<file path="src/rtl/gated_serializer_pkg.sv">
package gated_serializer_pkg;
    typedef enum logic [1:0] {
        ST_START  = 2'd0,
        ST_SHIFT  = 2'd1,
        ST_FROZEN = 2'd2
    } ser_state_t;
endpackage

</file>
<file path="src/rtl/gser_freeze_sampler.sv">
module gser_freeze_sampler (
    input  logic clk,
    input  logic rst,
    input  logic freeze,
    output logic frz_q
);
    // Falling-edge sample: decision settles half a bit before the next rising edge
    always_ff @(negedge clk) begin
        if (rst) frz_q <= 1'b0;
        else     frz_q <= freeze;
    end

    p_negedge_sample_r6: assert property (@(negedge clk) disable iff (rst)
        freeze |=> frz_q);
    p_negedge_release_r8: assert property (@(negedge clk) disable iff (rst)
        !freeze |=> !frz_q);
endmodule

</file>
<file path="src/rtl/gser_ctrl.sv">
module gser_ctrl
    import gated_serializer_pkg::*;
#(
    parameter int WORD_W = 8,
    localparam int CW = (WORD_W > 1) ? $clog2(WORD_W) : 1
) (
    input  logic          clk,
    input  logic          rst,
    input  logic          frz_q,
    output logic          load,
    output logic          adv,
    output logic [CW-1:0] cnt,
    output logic [CW-1:0] cnt_nxt
);
    localparam logic [CW-1:0] LAST = CW'(WORD_W - 1);

    ser_state_t state, state_nxt;

    // State register and bit counter
    always_ff @(posedge clk) begin
        if (rst) begin
            state <= ST_START;
            cnt   <= '0;
        end else begin
            state <= state_nxt;
            if (load)     cnt <= '0;
            else if (adv) cnt <= cnt_nxt;
        end
    end

    // Next state and strobes
    always_comb begin
        cnt_nxt = cnt + CW'(1);
        load    = 1'b0;
        adv     = 1'b0;
        unique case (state)
            ST_START: begin
                load      = !frz_q;
                state_nxt = frz_q ? ST_START : ST_SHIFT;
            end
            ST_SHIFT, ST_FROZEN: begin
                load      = !frz_q && (cnt == LAST);
                adv       = !frz_q && (cnt != LAST);
                state_nxt = frz_q ? ST_FROZEN : ST_SHIFT;
            end
            default: begin
                state_nxt = ST_START;
            end
        endcase
    end

    p_wrap_r4: assert property (@(posedge clk) disable iff (rst)
        (!frz_q && state != ST_START && cnt == LAST) |=> (cnt == '0));
    p_cnt_hold_r7: assert property (@(posedge clk) disable iff (rst)
        frz_q |=> $stable(cnt));
    p_cnt_range_r3: assert property (@(posedge clk) disable iff (rst)
        cnt <= LAST);
    p_strobe_excl_r4: assert property (@(posedge clk) disable iff (rst)
        !(load && adv));
endmodule

</file>
<file path="src/rtl/gser_datapath.sv">
module gser_datapath #(
    parameter int WORD_W = 8,
    localparam int CW   = (WORD_W > 1) ? $clog2(WORD_W) : 1,
    localparam int HALF = (WORD_W > 1) ? WORD_W / 2 : 1
) (
    input  logic              clk,
    input  logic              rst,
    input  logic              load,
    input  logic              adv,
    input  logic [CW-1:0]     cnt_nxt,
    input  logic [WORD_W-1:0] par_in,
    output logic              ser_out,
    output logic              frame_out
);
    logic [WORD_W-1:0] word_q;

    always_ff @(posedge clk) begin
        if (rst) begin
            word_q    <= '0;
            ser_out   <= 1'b0;
            frame_out <= 1'b0;
        end else if (load) begin
            word_q    <= par_in;
            ser_out   <= par_in[0];
            frame_out <= 1'b1;
        end else if (adv) begin
            ser_out   <= word_q[cnt_nxt];
            frame_out <= (cnt_nxt < CW'(HALF));
        end
    end

    p_out_hold_r7: assert property (@(posedge clk) disable iff (rst)
        (!load && !adv) |=> ($stable(ser_out) && $stable(frame_out) && $stable(word_q)));
    p_word_keep_r9: assert property (@(posedge clk) disable iff (rst)
        !load |=> $stable(word_q));
endmodule

</file>
<file path="src/rtl/gated_serializer.sv">
module gated_serializer #(
    parameter int WORD_W = 8
) (
    input  logic              clk,
    input  logic              rst,
    input  logic              freeze,
    input  logic [WORD_W-1:0] par_in,
    output logic              ser_out,
    output logic              frame_out
);
    localparam int CW = (WORD_W > 1) ? $clog2(WORD_W) : 1;

    logic          frz_q;
    logic          load;
    logic          adv;
    logic [CW-1:0] cnt;
    logic [CW-1:0] cnt_nxt;

    gser_freeze_sampler u_smp (
        .clk    (clk),
        .rst    (rst),
        .freeze (freeze),
        .frz_q  (frz_q)
    );

    gser_ctrl #(.WORD_W(WORD_W)) u_ctrl (
        .clk     (clk),
        .rst     (rst),
        .frz_q   (frz_q),
        .load    (load),
        .adv     (adv),
        .cnt     (cnt),
        .cnt_nxt (cnt_nxt)
    );

    gser_datapath #(.WORD_W(WORD_W)) u_dp (
        .clk       (clk),
        .rst       (rst),
        .load      (load),
        .adv       (adv),
        .cnt_nxt   (cnt_nxt),
        .par_in    (par_in),
        .ser_out   (ser_out),
        .frame_out (frame_out)
    );

    p_reset_r1: assert property (@(posedge clk)
        rst |=> (!ser_out && !frame_out && cnt == '0));
    p_frame_rise_r5: assert property (@(posedge clk) disable iff (rst)
        $rose(frame_out) |-> (cnt == '0));
endmodule

</file>
<file path="config.mk">
export PLATFORM = sky130hd
export DESIGN_NAME = gated_serializer
export DESIGN_NICKNAME = d
export VERILOG_FILES = /design/src/rtl/gated_serializer_pkg.sv /design/src/rtl/gser_freeze_sampler.sv /design/src/rtl/gser_ctrl.sv /design/src/rtl/gser_datapath.sv /design/src/rtl/gated_serializer.sv
export SDC_FILE = /design/constraint.sdc
export NUM_CORES = 1
export LEC_CHECK = 0
export CORE_MARGIN = 2
export CORE_UTILIZATION = 52
export DETAILED_ROUTE_END_ITERATION = 6
export GPL_ROUTABILITY_DRIVEN = 0
export GPL_TIMING_DRIVEN = 0
export PLACE_DENSITY = 0.87
export SYNTH_ARGS = -nofsm -noshare
export SYNTH_HDL_FRONTEND = slang
export SYNTH_SLANG_ARGS = --single-unit
</file>
<file path="constraint.sdc">
create_clock -name clk -period 4.2 [get_ports clk]
set_clock_uncertainty 0.1 [all_clocks]
set_input_delay 0.84 -clock clk [delete_from_list [all_inputs] [get_ports clk]]
set_output_delay 0.84 -clock clk [all_outputs]
set_load 0.01 [all_outputs]
</file>
# [Word level (Yosys, flattened, before mapping)]
# Index checks and enable logic that the tools add are counted.
[classes] mux=11 eq_ne=4 order_cmp=2 n_reduce_logical=7 n_addsub=1
[ops] operator="1-bit 2-to-1 mux" n=7
[ops] operator="3-bit by 4-bit < comparator with 1-bit output (second input constant)" n=1
[ops] operator="2-bit case mux with 2 select lines" n=1
[ops] operator="2-bit OR reduction" n=2
[ops] operator="3-bit by 1-bit adder with 3-bit output (second input constant)" n=1
[ops] operator="1-bit binary-select mux with 3-bit select" n=1
[ops] operator="3-bit equality test (second input constant)" n=1
[ops] operator="3-bit < comparator (second input constant)" n=1
[ops] operator="3-bit != test (second input constant)" n=1
[ops] operator="2-bit by 1-bit equality test with 1-bit output (second input constant)" n=1
[ops] operator="2-bit equality test (second input constant)" n=1
[ops] operator="1-bit logical AND" n=2
[ops] operator="2-bit logical NOT" n=1
[ops] operator="2-bit 2-to-1 mux" n=1
[ops] operator="1-bit case mux with 2 select lines" n=1
[ops] operator="2-bit nonzero test" n=1
[ops] operator="1-bit logical NOT" n=1
[word_totals] word_cells=31 reg_bits=16 in_bits=11

# [Logic depth before layout (Yosys ltp)]
[depth] word_depth=5 mapped_depth=6 ltp_nobuf=6

# [By module]
# A second synthesis with hierarchy kept.
[hier_totals] cells_unflattened=72 hier_area_um2=728.2
[modules_own_cells] mod="gser_datapath" n_inst=1 seq_area_each_um2=200.2 area_per_inst_um2=431.7 cells_each=43
[modules_own_cells] mod="gser_ctrl" n_inst=1 seq_area_each_um2=100.1 area_per_inst_um2=259.0 cells_each=26
[modules_own_cells] mod="gser_freeze_sampler" n_inst=1 seq_area_each_um2=20.0 area_per_inst_um2=37.5 cells_each=3

==> summary.md <==
| Metric | Value |
|---|---|
| WHS Endpoint | u_ctrl.cnt[2]$_SDFFE_PP0P_ |
| Largest family of logic cells by synthesized area | simple AND/OR/NAND/NOR gates |
| Worst Path Buf+Inv | 2 |
| Switch share | 0.255 |
| Initial antenna violation count | 0 |
| Vias in the first global route | 495 |
| Leading area contributor after synthesis | dfxtp_1 |
| Post-CTS setup buffer count | 0 |
| Crit. End Element | flop |
| Antenna cells | 0 |
| Global route overflow | 0 |
| # clock sinks | 16 |
| Layout Nets | 102 |
| Synth Area in Compound Gates | 0.0756 |
| Clk root buf | clkbuf_4 |
| Largest net degree at the start of global routing | 11 |
| Yosys warns | 0 |
| Die H | 41 um |
| Unrepaired setup endpoints after global routing | no |
| CTS tree | done |
| Synth top area share | 0.450 |
| Iteration-0 DRC Markers | 7 |
| PostCTS Resize Cnt | 0 |
| Drc violations | 0 |
| Max-slew violations | 0 |
| Chip width | 41 um |
| Max-cap check violation count | 0 |
| Clk pwr share | 0.317 |
| Hold-fix buffers at CTS | 0 |
| CTS clk-pin slew, worst paths | 0.10 ns |
| First-pass GRT wire length | 2080 um |
| Hold Path Class | flop to flop |
| Fraction of layout cells with a size suffix above 1 | 0.105 |
| PwrDens | 377 mW/mm2 |
| Crit path DAT | 1.78 ns |
| Sw Pwr | 85.5 uW |
| Cell Area, Placed | 851 um2 |
| Biggest cell delay along the critical path | 0.49 ns |
| Syn Inst Count | 70 |
| Setup tns final | 0 ns |
| Slowest cell on crit path | clkdlybuf4s50_1 |
| R2R depth | 4 |
| GR Util All Layers | 0.200 |
| Simple-gate share of the synthesized area | 0.188 |
| Design Power | 335 uW |
| R2R Setup Slk | 0.54 ns |
| XOR/XNOR Fraction of Synth Area | 0.0123 |
| H-tree levels | 1 |
| Distinct cells, synth | 23 |
| Syn nets | 85 |
| Internal Power | 249 uW |
| Sequential area share after synthesis | 0.450 |
| WL final | 1300 um |
| Outcome | completed |
| Cell family contributing the most delay on the critical path | buffers and inverters |
| Synth Area per Inst | 10.2 um2 |
| Die Area | 0.00168 mm2 |
| DR vias | 507 |
| Worst-Skew Late Latency | 0.34 ns |
| Layout Cells excl Fill | 101 |
| Synth top area cells | dfxtp_1, mux2i_1, ha_1, nor2_1, mux4_2 |
| Initial Util | 0.554 |
| Final instance area | 887 um2 |
| Vias per inst | 5.02 |
| Placeable Area | 0.00128 mm2 |
| Final ANT Viol Nets | 0 |
| Startpoint type of the worst setup path | primary input |
| Avg WL per Cell | 12.8 um |
| Area delta synth->final | 24.6% |
| Number of failing hold endpoints at the final stage | 0 |
| Hold-critical path depth | 2 |
| Clock buffer depth | 2 |
| Worst ir drop on vdd | 291 uV |
| Mapped Area | 712 um2 |
| Comb power frac | 0.178 |
| Reg power frac | 0.505 |
| Ports | 13 |
| Synth Register Bits | 16 |
| Worst r2r src | u_smp.frz_q$_SDFF_NP0_ |
| Critical-path cell list | clkdlybuf4s50_1, clkbuf_1, nor2b_1 |
| Hold Startpoint | u_ctrl.cnt[2]$_SDFFE_PP0P_ |
| P_leak | 0.000367 uW |
| Worst-margin pin slew | 0.534 ns |
| HPWL Detailed | 1000 um |
| Mux share of post-synthesis cell area | 0.172 |
| Max transition margin | 0.643 |
| Crit-path max FO | 10 |
| Setup ws final | 0.431 ns |
| R2r endpoint | u_dp.ser_out$_SDFFE_PP0P_ |
| Num CTS Buffers | 3 |
| Port buffer count | 12 |
| WP data required | 2.21 ns |
| First-pass detailed-route iteration total | 3 |
| DP Cell Count | 97 |
| Row count | 13 |
| Type of the worst setup path | primary input to flop |
| Pre-CTS setup slack | 0.0506 ns |
| Post-synthesis adder-cell area fraction | 0.0703 |
| Final setup violating endpoints | 0 |
## worst max path at each step
stage / start / to / slack (ns) / cells past startpoint
after global placement: rst / u_smp.frz_q$_SDFF_NP0_ / 0.09 / 3
after CTS: rst / u_smp.frz_q$_SDFF_NP0_ / 0.40 / 3
after detailed placement: rst / u_smp.frz_q$_SDFF_NP0_ / 0.05 / 3
after floorplan: rst / u_smp.frz_q$_SDFF_NP0_ / 0.72 / 2
final: rst / u_smp.frz_q$_SDFF_NP0_ / 0.43 / 3
after global routing: rst / u_smp.frz_q$_SDFF_NP0_ / 0.34 / 3
## per-layer routing
metal,GRT usage,part of all wire,vias up
met5,0,0,-
met4,0.117,0.026,0
met3,0.0543,0.034,4
met2,0.344,0.51,10
met1,0.216,0.43,223
li1,-,-,270
## stage by stage
stage          hold WS, ns   util
2_1_floorplan        0.338      -
3_3_place_gp         0.362  0.662
5_1_grt              0.425  0.690
3_5_place_dp         0.381  0.662
6_report             0.394  0.690
4_1_cts              0.396  0.690
## worst min-delay path: stages (launching register included)
cell and delay, ns:
dfxtp_1 0.33, nand2b_1 0.06, a21oi_1 0.06
## placed cells by master (no fill, tap or decap), types with 2 or more instances in the layout
cell type and count:
inv_1 5, nand2_1 2, nor2b_1 3, clkbuf_4 3
mux2i_1 10, clkdlybuf4s50_1 12, nor2_1 11, dfxtp_1 16
o21ai_0 2, a21oi_1 3, ha_1 4
## flip-flops by register name, summed over array words and instances (netlist names)
register        count
u_dp.word_q         8
u_dp.ser_out        1
u_ctrl.state        2
u_dp.frame_out      1
u_ctrl.cnt          3
u_smp.frz_q         1
## layout make-up
cell class / instances / area (um2)
fill: 99 / 398
buffer: 1 / 3.75
clock inverter: 1 / 3.75
clock buffer: 4 / 36.3
multi-input combinational: 48 / 369
tap: 15 / 18.8
inverter: 4 / 15.0
sequential: 16 / 320
timing repair buffer: 12 / 120
## power groups by stage
stage / sequential (uW) / combinational (uW) / clock (uW)
after floorplan: 172 / 38.1 / 2.98
after global placement: 172 / 56.7 / 2.98
after detailed placement: 173 / 59.5 / 2.98
after CTS: 169 / 59.7 / 106
after global routing: 170 / 65.5 / 115
final: 169 / 59.5 / 106
## cell usage after synthesis
master	instances
xnor2_1	1
mux2i_1	10
a41oi_2	1
nand2b_1	1
dfxtp_1	16
o21ai_0	2
or2_1	1
nor4_1	1
o211ai_1	1
nor2b_1	3
nand3_1	1
nor3b_2	1
nand3b_1	1
a21oi_1	3
mux4_2	1
ha_1	4
nor2_1	11
inv_1	5
nand2_1	2
o21ai_1	1
or2_2	1
clkbuf_1	1
nor3_4	1
## kinds of logic after synthesis
family	after synthesis
compound gates	8
xor+xnor	1
fa+ha+maj	4
flops	16
mux	11
simple gates	24
buf+inv	6
Note: power is estimated with default switching activity, not from simulation.
